`config.mk`:
```
export PLATFORM = sky130hd
export DESIGN_NAME = dragon_line_ctrl
export DESIGN_NICKNAME = d
export VERILOG_FILES = /design/src/rtl/dragon_line_ctrl.sv
export SDC_FILE = /design/constraint.sdc
export NUM_CORES = 1
export LEC_CHECK = 0
export ABC_AREA = 1
export BUFFER_PORTS_ARGS = -buffer_cell sky130_fd_sc_hd__buf_2
export CORE_MARGIN = 8
export CORE_UTILIZATION = 50
export CTS_CLUSTER_DIAMETER = 40
export CTS_CLUSTER_SIZE = 12
export DETAILED_ROUTE_END_ITERATION = 10
export PLACE_DENSITY = 0.86
export SYNTH_ARGS = -nofsm -noshare
export SYNTH_HDL_FRONTEND = slang
export SYNTH_SLANG_ARGS = --single-unit
```
`constraint.sdc`:
```
create_clock -name clk -period 4.32 [get_ports clk]
set_clock_uncertainty 0.1 [all_clocks]
set_input_delay 1.296 -clock clk [delete_from_list [all_inputs] [get_ports clk]]
set_output_delay 1.296 -clock clk [all_outputs]
set_load 0.005 [all_outputs]
```
`src/rtl/dragon_line_ctrl.sv`:
```
module dragon_line_ctrl #(
  parameter int DW    = 8,
  parameter int WORDS = 4,
  localparam int IW   = (WORDS > 1) ? $clog2(WORDS) : 1,
  localparam int LW   = DW * WORDS
) (
  input  logic          clk,
  input  logic          rst_n,
  input  logic          cpu_req_i,
  input  logic          cpu_we_i,
  input  logic [IW-1:0] cpu_idx_i,
  input  logic [DW-1:0] cpu_wdata_i,
  output logic          cpu_done_o,
  output logic [DW-1:0] cpu_rdata_o,
  output logic          bus_req_o,
  input  logic          bus_gnt_i,
  output logic [1:0]    bus_cmd_o,
  output logic [IW-1:0] bus_idx_o,
  output logic [DW-1:0] bus_data_o,
  input  logic          bus_shared_i,
  input  logic [LW-1:0] fill_line_i,
  input  logic          snp_rd_i,
  input  logic          snp_upd_i,
  input  logic [IW-1:0] snp_idx_i,
  input  logic [DW-1:0] snp_data_i,
  output logic          snp_shared_o,
  output logic          snp_flush_o,
  output logic [LW-1:0] line_o,
  output logic [2:0]    state_o
);
  localparam logic [2:0] S_NP = 3'd0, S_EX = 3'd1, S_SC = 3'd2, S_SM = 3'd3, S_MD = 3'd4;
  localparam logic [1:0] C_NONE = 2'd0, C_RD = 2'd1, C_UPD = 2'd2;

  typedef enum logic [1:0] {PH_IDLE, PH_RD, PH_UPD} phase_t;

  logic [2:0]    st;
  phase_t        ph;
  logic [DW-1:0] word_q [WORDS];

  wire present = (st != S_NP);
  wire snoop   = snp_rd_i | snp_upd_i;
  wire sole    = (st == S_EX) || (st == S_MD);
  wire owner   = (st == S_SM) || (st == S_MD);
  wire take    = (ph == PH_IDLE) && cpu_req_i && !snoop;
  wire go      = bus_gnt_i && (ph != PH_IDLE);
  wire local_wr = take && cpu_we_i && sole;

  assign cpu_done_o   = (take && present && (!cpu_we_i || sole)) || (go && ph == PH_UPD);
  assign cpu_rdata_o  = word_q[cpu_idx_i];
  assign bus_req_o    = (ph != PH_IDLE);
  assign bus_cmd_o    = !go ? C_NONE : ((ph == PH_RD) ? C_RD : C_UPD);
  assign bus_idx_o    = cpu_idx_i;
  assign bus_data_o   = cpu_wdata_i;
  assign snp_shared_o = snoop && present;
  assign snp_flush_o  = snp_rd_i && owner;
  assign state_o      = st;

  for (genvar g = 0; g < WORDS; g++) begin : g_line
    assign line_o[g*DW +: DW] = word_q[g];
  end

  always_ff @(posedge clk) begin
    if (go && ph == PH_RD) begin
      for (int i = 0; i < WORDS; i++) word_q[i] <= fill_line_i[i*DW +: DW];
    end else if (local_wr || (go && ph == PH_UPD)) begin
      word_q[cpu_idx_i] <= cpu_wdata_i;
    end else if (snp_upd_i && present) begin
      word_q[snp_idx_i] <= snp_data_i;
    end
  end

  always_ff @(posedge clk or negedge rst_n) begin
    if (!rst_n) begin
      st <= S_NP;
      ph <= PH_IDLE;
    end else if (go) begin
      if (ph == PH_RD) st <= bus_shared_i ? S_SC : S_EX;
      else             st <= bus_shared_i ? S_SM : S_MD;
      ph <= PH_IDLE;
    end else if (snoop && present) begin
      case (st)
        S_EX:    st <= S_SC;
        S_MD:    st <= snp_rd_i ? S_SM : S_SC;
        S_SM:    st <= snp_upd_i ? S_SC : S_SM;
        default: st <= st;
      endcase
    end else if (take) begin
      if (!present)      ph <= PH_RD;
      else if (local_wr) st <= S_MD;
      else if (cpu_we_i) ph <= PH_UPD;
    end
  end
endmodule


```
==> impl_metrics.tcl <==
set metrics [dict create \
    status "finished, final reports clean" \
    cts_tree "built" \
    period_needed_ps 3750 \
    rows 25 \
    finalSetupViolCount 0 \
    swShare 0.419 \
    grt_pass1_wl_um 11500 \
    hold_buffers 0 \
    htree_num_levels 2 \
    die_y_um 85.9 \
    first_global_vias 2516 \
    tns_ps 0 \
    worst_pin_slew_ps 507 \
    drcViolationCount 0 \
    crit_top_cell "buf_2" \
    synth_fa_ha_area_frac 0.00513 \
    cp_slowest_cell "inv_1" \
    cts_buffers 5 \
    groute.usage.overall 0.195 \
    startpoint_type "input pin" \
    ys_types 27 \
    hold_ws_ps 484 \
    ys_top_cells_by_area "edfxtp_1 (39%), nand2_1 (13%), nand3_1 (9.4%)" \
    postCtsSetupBuffers 0 \
    viasPerCell 5.28 \
    synth_top_area_cell "edfxtp_1" \
    max_freq_mhz 267 \
    synth_xor_xnor_area_share 0 \
    drt-wirelength-per-cell_um 15.8 \
    critPathCaptureType "output pin" \
    gp_congestion 0.900 \
    syn_nets 362 \
    crit_fanout 18 \
    netlist_instances 301 \
    max_cap_viol_count 0 \
    yosys_warnings 0 \
    vdd_ir_drop_max_v 0.000281 \
    synth_top_area_frac 0.394 \
    worstSetupPathType "in -> out" \
    p_int_mw 1.07 \
    post-place-ws_ps 575 \
    p_sw_uw 768 \
    fin_ws_ps 568 \
    ant_nets 0 \
    start_util 0.517 \
    p_comb_frac 0.474 \
    synth.area.mux_share 0 \
    seqPwrFrac 0.357 \
    min_period_over_period 0.869 \
    cts_root_buf "clkbuf_8" \
    powerDensity_nw_per_um2 592 \
    wl_um 7520 \
    avgSynthCellArea_um2 8.11 \
    diodes 0 \
    nets 470 \
    drt_iter0_drc 194 \
    synth_top_family_by_area "simple AND/OR/NAND/NOR gates" \
    antenna_found_initial 0 \
    slew_headroom 0.659 \
    pin_count 119 \
    ys_seq_elements 37 \
    clock_latency_ps 290 \
    cts_buffer_depth 2 \
    post_cts_resized 0 \
    nFillCells 409 \
    final_common_cell "buf_2" \
    final_cell_mix "buf_2 (118), nand2_1 (87), nand3_1 (46)" \
    final_max_slew_viol_count 0 \
    cts.clk_slew.worst_paths_ps 70 \
    hp-class "reg -> reg" \
    synth-compound-area-share 0.0928 \
    via_count 2518 \
    hold_viol_final 0 \
    yosysSeqAreaShare 0.445 \
    hpwl_um 6100 \
    crit_chain "buf_2, inv_1, o21ai_0, o22ai_1, buf_2" \
    syn_area_um2 2440 \
    cpPeakStageDelay_ps 290 \
    grt_remaining_overflow 0 \
    core_um2 4720 \
    grt_max_degree 20 \
    clock-sinks 37 \
    clkPwrFrac 0.169 \
    p_leak_nw 1.57 \
    synth-simple-area-share 0.367 \
    port_buffers 118 \
    required_ps 2920 \
    crit_arrival_ps 2360 \
    area_growth_syn_to_layout_pct 26.9 \
    first_pass_iters 5 \
    dieWidth_um 85.9 \
    layout-drive-gt1-share 0.378 \
    fp.dieArea_um2 7370 \
    rsz0062_at_grt "no" \
]
## cells in the mapped netlist
master	number
nand2_1	87
nand3_1	46
edfxtp_1	32
nor2_1	23
o21ai_0	22
inv_1	20
nand2_2	15
buf_4	10
o22ai_1	9
dfrtp_1	5
nand2_4	4
buf_6	3
nand4_1	3
nor2_4	3
buf_2	2
clkbuf_1	2
nor2_2	2
nor3_1	2
o21ai_4	2
o31ai_1	2
a21oi_1	1
a22oi_1	1
buf_8	1
ha_1	1
inv_2	1
nand3_4	1
nand4_4	1
## area by class of cell
cell class              instances  area, µm²  share of cell area
clock buffers                   7       86.3              0.0279
clock inverters                 1       30.0             0.00969
multi-input cells             225       1130               0.366
inverters                      21       78.8              0.0254
repair buffers                119        598               0.193
well taps                      67       83.8              0.0271
flip-flops and latches         37       1090               0.351
## sequential cells by signal, summed over array words and instances, names as in the netlist
signal	flops
word_q	32
ph	2
state_o	3
## critical path: cells and delay by family
| family | cells | cell delay [ps] |
|---|---|---|
| buffers and inverters | 3 | 670 |
| AO/OA/AOI/OAI | 2 | 380 |
## through the flow
stage / cell area, µm² / std cells / total power [mW] / utilization
after floorplan: 2440 / 301 / 1.22 / -
after global placement: 2980 / 469 / 1.49 / 0.631
after detailed placement: 2980 / 469 / 1.52 / 0.631
after CTS: 3100 / 477 / 1.83 / 0.656
after global routing: 3100 / 477 / 1.96 / 0.656
final: 3100 / 477 / 1.83 / 0.656
## power by group through the flow
stage	logic (mW)	clock network, mW	registers (mW)
global route	0.966	0.322	0.670
CTS	0.864	0.309	0.654
floorplan	0.555	0	0.660
global placement	0.831	0	0.658
finish	0.870	0.309	0.655
detailed placement	0.859	0	0.661
## kinds of logic (layout without fill, tap and decap cells)
| kind of cell | count (synthesis) | count (layout) |
|---|---|---|
| simple gates | 187 | 187 |
| buf+inv | 39 | 148 |
| compound gates | 37 | 37 |
| flops | 37 | 37 |
| fa+ha+maj | 1 | 1 |
## path summary, 6_finish.rpt
| path | slack (ps) | end | depth (start not counted) | from |
|---|---|---|---|---|
| hold / removal | 480 | state_o[2]$_DFFE_PN0P_ | 2 | state_o[2]$_DFFE_PN0P_ |
| min in group asynchronous | 710 | ph[1]$_DFFE_PN0P_ | 1 | rst_n |
| setup reg to reg | 1650 | word_q[0][0]$_DFFE_PP_ | 8 | state_o[2]$_DFFE_PN0P_ |
| max in group asynchronous | 3280 | ph[0]$_DFFE_PN0P_ | 1 | rst_n |
| hold reg to reg | 480 | state_o[2]$_DFFE_PN0P_ | 2 | state_o[2]$_DFFE_PN0P_ |
| setup / recovery | 570 | cpu_rdata_o[5] | 5 | cpu_idx_i[0] |
## metal layers
metal | global-route usage | part of all wire | vias up | wire length, µm
li1 | - | - | 1226 | -
met3 | 0.0525 | 0.10 | 21 | 751
met5 | 0 | 0 | - | 0
met2 | 0.333 | 0.49 | 148 | 3670
met1 | 0.215 | 0.38 | 1123 | 2850
met4 | 0.100 | 0.032 | 0 | 240
Power figures use the tool's default switching activity.
